### src/rtl/dss_pkg.sv
package dss_pkg;
    typedef enum logic [0:0] {
        ST_STEER = 1'b0,
        ST_SEQ   = 1'b1
    } dss_state_e;
endpackage

### src/rtl/dss_slot_pick.sv
module dss_slot_pick #(
    parameter int NSLOT   = 4,
    parameter int CW      = 5,
    parameter int CPX_MAX = 4,
    parameter int AW      = $clog2(NSLOT + 1)
) (
    input  logic [AW-1:0]       avail,
    input  logic [NSLOT*CW-1:0] uops,
    output logic [NSLOT-1:0]    take,
    output logic                head_long,
    output logic [AW-1:0]       ntake
);
    logic [NSLOT-1:0] fits;

    for (genvar k = 0; k < NSLOT; k++) begin : g_fit
        logic [CW-1:0] cnt;
        logic          present;
        assign cnt     = uops[k*CW +: CW];
        assign present = AW'(k) < avail;
        if (k == 0) begin : g_wide
            assign fits[k] = present && (cnt >= CW'(1)) && (cnt <= CW'(CPX_MAX));
        end else begin : g_narrow
            assign fits[k] = present && (cnt == CW'(1));
        end
    end

    always_comb begin
        take[0] = fits[0];
        for (int k = 1; k < NSLOT; k++) begin
            take[k] = take[k-1] && fits[k];
        end
    end

    always_comb begin
        ntake = '0;
        for (int k = 0; k < NSLOT; k++) begin
            ntake = ntake + AW'(take[k]);
        end
    end

    assign head_long = (avail != '0) && (uops[CW-1:0] > CW'(CPX_MAX));
endmodule

### src/rtl/dss_useq.sv
module dss_useq #(
    parameter int CW      = 5,
    parameter int MS_RATE = 4,
    parameter int RW      = $clog2(MS_RATE + 1)
) (
    input  logic          clk,
    input  logic          rst_n,
    input  logic          load,
    input  logic [CW-1:0] load_val,
    input  logic          step,
    output logic [RW-1:0] emit,
    output logic          last
);
    logic [CW-1:0] rem_q;

    always_ff @(posedge clk) begin
        if (!rst_n) begin
            rem_q <= '0;
        end else if (load) begin
            rem_q <= load_val;
        end else if (step) begin
            rem_q <= rem_q - CW'(emit);
        end
    end

    assign emit = (rem_q > CW'(MS_RATE)) ? RW'(MS_RATE) : RW'(rem_q);
    assign last = (rem_q <= CW'(MS_RATE));

    // a stepped beat never exceeds the rate and is never empty
    assert_rate_R5: assert property (@(posedge clk) disable iff (!rst_n)
        step |-> (emit != '0) && (emit <= RW'(MS_RATE)));
endmodule

### src/rtl/dss_steer.sv
module dss_steer #(
    parameter int NSLOT   = 4,
    parameter int CW      = 5,
    parameter int CPX_MAX = 4,
    parameter int MS_RATE = 4,
    parameter int AW      = $clog2(NSLOT + 1),
    parameter int IW      = $clog2(NSLOT),
    parameter int RW      = $clog2(MS_RATE + 1)
) (
    input  logic                clk,
    input  logic                rst_n,
    input  logic [AW-1:0]       q_avail,
    input  logic [NSLOT*CW-1:0] q_uops,
    input  logic                dn_ready,
    output logic [NSLOT-1:0]    slot_valid,
    output logic [NSLOT*IW-1:0] slot_idx,
    output logic [NSLOT*CW-1:0] slot_uops,
    output logic [AW-1:0]       consumed,
    output logic                ms_start,
    output logic                ms_busy,
    output logic [RW-1:0]       ms_uops
);
    import dss_pkg::*;

    dss_state_e       state_q, state_d;
    logic [NSLOT-1:0] take;
    logic             head_long;
    logic [AW-1:0]    ntake;
    logic [RW-1:0]    seq_emit;
    logic             seq_last;
    logic             seq_step;

    dss_slot_pick #(
        .NSLOT(NSLOT), .CW(CW), .CPX_MAX(CPX_MAX), .AW(AW)
    ) u_pick (
        .avail(q_avail), .uops(q_uops),
        .take(take), .head_long(head_long), .ntake(ntake)
    );

    assign seq_step = (state_q == ST_SEQ) && dn_ready;

    dss_useq #(
        .CW(CW), .MS_RATE(MS_RATE), .RW(RW)
    ) u_seq (
        .clk(clk), .rst_n(rst_n),
        .load(ms_start), .load_val(q_uops[CW-1:0]),
        .step(seq_step), .emit(seq_emit), .last(seq_last)
    );

    always_ff @(posedge clk) begin
        if (!rst_n) state_q <= ST_STEER;
        else        state_q <= state_d;
    end

    always_comb begin
        state_d = state_q;
        unique case (state_q)
            ST_STEER: if (dn_ready && head_long) state_d = ST_SEQ;
            ST_SEQ:   if (dn_ready && seq_last)  state_d = ST_STEER;
            default:  state_d = ST_STEER;
        endcase
    end

    always_comb begin
        slot_valid = '0;
        consumed   = '0;
        ms_start   = 1'b0;
        ms_busy    = 1'b0;
        ms_uops    = '0;
        unique case (state_q)
            ST_STEER: begin
                slot_valid = take;
                ms_start   = rst_n && dn_ready && head_long;
                if (dn_ready) consumed = head_long ? AW'(1) : ntake;
            end
            ST_SEQ: begin
                ms_busy = 1'b1;
                ms_uops = seq_emit;
            end
            default: ;
        endcase
    end

    for (genvar k = 0; k < NSLOT; k++) begin : g_slot
        assign slot_uops[k*CW +: CW] = slot_valid[k] ? q_uops[k*CW +: CW] : '0;
        assign slot_idx[k*IW +: IW]  = slot_valid[k] ? IW'(k) : '0;
        if (k == 0) begin : g_a0
            // wide slot holds one to CPX_MAX micro-operations
            assert_slot0_range_R2: assert property (@(posedge clk) disable iff (!rst_n)
                slot_valid[0] |-> (slot_uops[CW-1:0] >= CW'(1)) &&
                                  (slot_uops[CW-1:0] <= CW'(CPX_MAX)));
        end else begin : g_an
            // narrow slots hold single micro-operations, in order
            assert_single_R3: assert property (@(posedge clk) disable iff (!rst_n)
                slot_valid[k] |-> (slot_uops[k*CW +: CW] == CW'(1)));
            assert_contig_R3: assert property (@(posedge clk) disable iff (!rst_n)
                slot_valid[k] |-> slot_valid[k-1]);
        end
    end

    // no slot issues while the sequencer runs
    assert_idle_seq_R6: assert property (@(posedge clk) disable iff (!rst_n)
        ms_busy |-> (slot_valid == '0) && (consumed == '0));
    // a stalled sequencer beat stays unchanged
    assert_hold_R7: assert property (@(posedge clk) disable iff (!rst_n)
        (ms_busy && !dn_ready) |=> (ms_busy && $stable(ms_uops)));
    // a handoff consumes exactly one entry and enters the sequencer
    assert_handoff_R4: assert property (@(posedge clk) disable iff (!rst_n)
        ms_start |-> (consumed == AW'(1)) && (slot_valid == '0));
    assert_enter_R4: assert property (@(posedge clk) disable iff (!rst_n)
        ms_start |=> ms_busy);
    // consumption never exceeds the window
    assert_consumed_R8: assert property (@(posedge clk) disable iff (!rst_n)
        consumed <= q_avail);
endmodule

### config.mk
export PLATFORM = sky130hd
export DESIGN_NAME = dss_steer
export DESIGN_NICKNAME = d
export VERILOG_FILES = /design/src/rtl/dss_pkg.sv /design/src/rtl/dss_slot_pick.sv /design/src/rtl/dss_useq.sv /design/src/rtl/dss_steer.sv
export SDC_FILE = /design/constraint.sdc
export NUM_CORES = 1
export LEC_CHECK = 0
export BUFFER_PORTS_ARGS = -buffer_cell sky130_fd_sc_hd__buf_2
export CAP_MARGIN = 20
export CORE_UTILIZATION = 42
export CTS_CLUSTER_DIAMETER = 80
export CTS_CLUSTER_SIZE = 8
export DETAILED_ROUTE_END_ITERATION = 7
export PLACE_DENSITY = 0.85
export SLEW_MARGIN = 20
export SYNTH_ARGS = -nofsm -noshare
export SYNTH_HDL_FRONTEND = slang
export SYNTH_SLANG_ARGS = --single-unit
### constraint.sdc
create_clock -name clk -period 3.15 [get_ports clk]
set_input_delay 0.1575 -clock clk [delete_from_list [all_inputs] [get_ports clk]]
set_output_delay 0.1575 -clock clk [all_outputs]
set_load 0.02 [all_outputs]
; ---- Yosys cells after proc, flatten, opt, wreduce, memory -nomap -nowiden
; Index checks and enable logic that the tools add are counted.
[op_classes]
n_reduce_logical = 16
bitwise = 1
n_addsub = 4
order_cmp = 9
mux = 20
eq_ne = 3
[op_table]
columns = cell, count
row1 = $mux W5, 6
row2 = $eq A5 B1 Y1 const B, 3
row3 = $mux W3, 5
row4 = $logic_and A1 B1 Y1, 14
row5 = $gt A5 B3 Y1 const B, 2
row6 = $le A5 B3 Y1 const B, 2
row7 = $add A3 B1 Y3, 2
row8 = $lt A1 B3 Y1 const A, 2
row9 = $lt A2 B3 Y1 const A, 2
row10 = $ge A5 B1 Y1 const B, 1
row11 = $mux W1, 5
row12 = $sub A5 B3 Y5, 1
row13 = $mux W2, 2
row14 = $mux W4, 1
row15 = $reduce_bool A3 Y1, 1
row16 = $add A1 B1 Y2, 1
row17 = $pmux W1 S2, 1
row18 = $reduce_bool A2 Y1, 1
row19 = $not A1 Y1, 1
[word_totals]
out_inout_bits = 40
regBits = 6
in_bits = 26
wordCells = 55

; ---- Longest topological paths before layout
[logic_depth]
word_depth = 10
ltp_mapped = 8
depth_no_buf = 8

; ---- Cells and area by module
; From an unflattened synthesis, not the netlist that was laid out.
[unflattened]
cells_unflattened = 113
area_unflattened_um2 = 845.8
[by_module_without_submodules]
columns = mod, n_inst, seq_area_each_um2, area_per_inst_um2, cells_each
row1 = dss_steer, 1, 20.0, 360.3, 47
row2 = dss_useq, 1, 100.1, 331.6, 44
row3 = dss_slot_pick, 1, 0.0, 153.9, 22

; ---- Worst setup path before layout
; Ideal clock, no wire load.
[synth_timing]
kind = input port to output port
start = input port q_uops[7]
end = output port consumed[1]
setup_slack_ps = 1185
required_ps = 2992
t_arrival_ps = 1808
cell_stages = 8
n_path_buf = 0
path_cell_list = nand2b_1 -> nor4_1 -> nor4b_4 -> nand3_1 -> fa_1 -> inv_1 -> ha_1 -> and2_1
[synth_via]
elab_chain_cells = 9
word_cells_on_any_way = 11
classes_between = 3 x add/sub / 1 x eq/ne / 3 x mux / 4 x reduce/logical
[synth_rtl]
columns = item, line_no
row1 = "start, declared", dss_steer.sv:13  ; input logic [NSLOT*CW-1:0] q_uops,
row2 = $eq A5 B1 Y1 (*), dss_slot_pick.sv:23  ; assign fits[k] = present && (cnt == CW'(1));
row3 = $logic_and A1 B1 Y1 (*), dss_slot_pick.sv:23
row4 = $logic_and A1 B1 Y1 (*), dss_slot_pick.sv:30  ; take[k] = take[k-1] && fits[k];
row5 = $add A1 B1 Y2 or $logic_and A1 B1 Y1 (tied branches), "dss_slot_pick.sv:37, dss_slot_pick.sv:30"
row6 = $add A3 B1 Y3 or $logic_and A1 B1 Y1 (tied branches), "dss_slot_pick.sv:37, dss_slot_pick.sv:30"
row7 = $add A3 B1 Y3 (*), dss_slot_pick.sv:37  ; ntake = ntake + AW'(take[k]);
row8 = $mux W3 (*) (2 in series), dss_steer.sv:74  ; if (dn_ready) consumed = head_long ? AW'(1) : ntake;
row9 = $mux W3 (*), dss_steer.sv:70  ; unique case (state_q)
row10 = "end, declared", dss_steer.sv:18  ; output logic [AW-1:0] consumed,
; Every way passes the cells marked *; elsewhere a longest branch is shown, timed or not.

; ---- Worst setup path after layout
; Same ends and word-level chain as after synthesis.

==> key figures <==
Outcome
  – Status: completed

Layout
  – Antenna cells: 0
  – Leading cell type in the layout, fill and taps excluded: buf_2
  – Final nets: 184
  – Post-Route Utilization: 56.4%
  – Layout cells sized above 1: 37.3%
  – Area grow syn2layout: 20.1%
  – Most frequent cells in the layout: 47 x buf_2, 19 x conb_1, 6 x nor2_1, 6 x nand3_1, 6 x dfxtp_1

Route
  – Total Wirelength: 2040 um
  – Drt pass-1 iters: 4
  – ANT nets after route: 0
  – Vias: 925
  – # DRC: 0
  – Vias/cell: 5.20
  – Wire length per cell: 11.4 um
  – DRT iter0 DRCs: 16

Critical path
  – CP Capture Type: output port
  – Critical path class: input pin to output port
  – Cell Chain, Critical Path: buf_2 -> nand2b_1 -> nor4_1 -> nor4b_4 -> nand3_1 -> fa_1 -> inv_1 -> ha_1 -> and2_1 -> buf_2
  – Most used cell, CP: buf_2
  – Worst Path Required: 2.99 ns
  – CP Buf/Inv Count: 3
  – Slowest stage delay, CP: 0.43 ns
  – Worst Path Arrival: 2.16 ns
  – Crit-path max FO: 6
  – R2r setup slk: 1.26 ns
  – CP top delay family: simple AND/OR/NAND/NOR gates
  – Slowest cell on crit path: fa_1
  – CP startpoint kind: input pin

Clock tree
  – # clock sinks: 6
  – Clock Path Buffers: 2
  – H-tree Lvls: 1
  – Num CTS Buffers: 3
  – Clk slew on worst S/H paths: 0.04 ns
  – Later-pin clock latency in the skew report: 0.25 ns
  – Setup Fix Bufs, Post-CTS: 0
  – Clk root buf: clkbuf_4
  – CTS tree: built
  – Post-CTS resize count: 0
  – Cts hold-fix bufs: 0

Die
  – I/O pins: 66
  – Die area: 2220 sq um
  – Die X: 47.1 um
  – Row count: 15
  – Die height: 47.1 um
  – Core area: 1820 sq um
  – Starting density of the core: 46.9%

Yosys
  – Number of synthesized flops with an enable pin: 0
  – Seq/Total Area, Yosys: 14.1%
  – Post-Syn Instances: 111
  – Fraction of registers with async set/reset: 0%
  – Post-synthesis cell type count: 41
  – Top FF cell, synth: dfxtp_1
  – Warnings, synthesis: 0
  – Yosys reg bits: 6
  – Mapped Area: 855 sq um
  – Syn Area/Cell: 7.70 sq um

Global route
  – First-pass GRT wire length: 3140 um
  – Final global-route overflow total: 0
  – Largest net degree at the start of global routing: 16
  – Vias in the first global route: 724
  – Initial antenna violation count: 0
  – Gr usage total: 20.2%

Pwr
  – PD cells: 281 nW/um^2
  – Max VDD drop: 193 uV
  – P_leak: 0.570 nW

Placed design
  – Hpwl dp: 1630 um
  – Place WS: 0.826 ns
  – PortBufs: 47
  – Routability Congestion: 0.742

Hold path
  – Worst Hold Class: input pin to register

STA
  – Sum Neg Setup Slack: 0 ns
  – Setup-failing EPs final: 0
  – Max Slew Vio Count: 0
  – Fmax: 431 MHz
  – Tcrit/Tclk final: 73.6%
  – Post-route clock skew: 0.00202 ns
  – RSZ-0062 raised after global routing: false
  – PnR worst setup slack: 0.831 ns
  – Min cycle time layout: 2.32 ns
  – Final Hold Viols: 0

Run
  – Max Cap Violations: 0
## routing by layer
metal | up-vias | global-route usage, % | wire length [um]
met1 | 430 | 26.1 | 834
li1 | 450 | - | -
met2 | 39 | 32.5 | 1080
met4 | 0 | 10.9 | 34
met3 | 6 | 2.69 | 86
met5 | - | 0 | 0
## power breakdown
part / switching (mW) / total [mW] / internal [mW]
logic: 0.0729 / 0.116 / 0.0431
clock network: 0.0310 / 0.0743 / 0.0433
registers: 0.0137 / 0.0976 / 0.0839
## path summary, 6_finish.rpt
check,from,end,cells after the start
max,q_uops[7],consumed[1],10
min,q_uops[2],u_seq.rem_q[2],2
max reg2reg,u_seq.rem_q[2],u_seq.rem_q[2],7
min reg2reg,u_seq.rem_q[0],u_seq.rem_q[0],2
## cell usage after synthesis, types with 2 or more instances
cell type	number	area [sq um]
and2_1	5	31.3
o211a_1	2	20.0
nand3_1	6	30.0
a21o_1	2	15.0
nand2b_1	2	12.5
nand4_1	3	18.8
a211oi_1	2	15.0
and3_1	4	25.0
conb_1	2	7.51
nor2_1	6	22.5
o21ai_0	4	20.0
buf_4	23	173
nor3_1	4	20.0
nand2_1	5	18.8
and4_1	3	26.3
dfxtp_1	6	120
ha_1	2	25.0
or3_1	2	12.5
nor2b_1	3	18.8
a21oi_1	3	15.0
nor4_1	2	12.5
## flip-flops by register name, summed over array words and instances (netlist names)
signal,cells
state_q,1
u_seq.rem_q,5
## worst register-to-register path: stages, from the launching register on
cell and delay [ns]:
dfxtp_1 0.45, nor3_1 0.14, nand2b_1 0.16, ha_1 0.24, o21ai_0 0.24, nand4_1 0.13, a211oi_1 0.33, a211o_1 0.15
## kinds of logic (layout without fill, tap and decap cells)
kind of cell	after synthesis	in the layout	share of synthesized area, %
AND/OR/NAND/NOR	52	52	38.1
buffers and inverters	27	52	22.7
AO/OA/AOI/OAI	21	21	19.0
flip-flops	6	6	14.1
adder cells (fa/ha/maj)	3	3	5.27
other	2	19	0.879
## final cells by class
type / instances / area [sq um]
Sequential cell: 6 / 120
Multi-Input combinational cell: 95 / 604
Fill cell: 190 / 795
Timing Repair Buffer: 47 / 235
Clock buffer: 3 / 22.5
Tap cell: 25 / 31.3
Inverter: 2 / 12.5
## stage by stage
| stage | cells | hold WS (ns) | area, sq um | total power, mW |
|---|---|---|---|---|
| floorplan | 128 | 0.275 | 918 | 0.194 |
| global placement | 175 | 0.416 | 1000 | 0.209 |
| detailed placement | 175 | 0.438 | 1000 | 0.213 |
| CTS | 178 | 0.180 | 1030 | 0.288 |
| global route | 178 | 0.188 | 1030 | 0.308 |
| finish | 178 | 0.174 | 1030 | 0.288 |
Note: power is estimated with default switching activity, not from simulation.
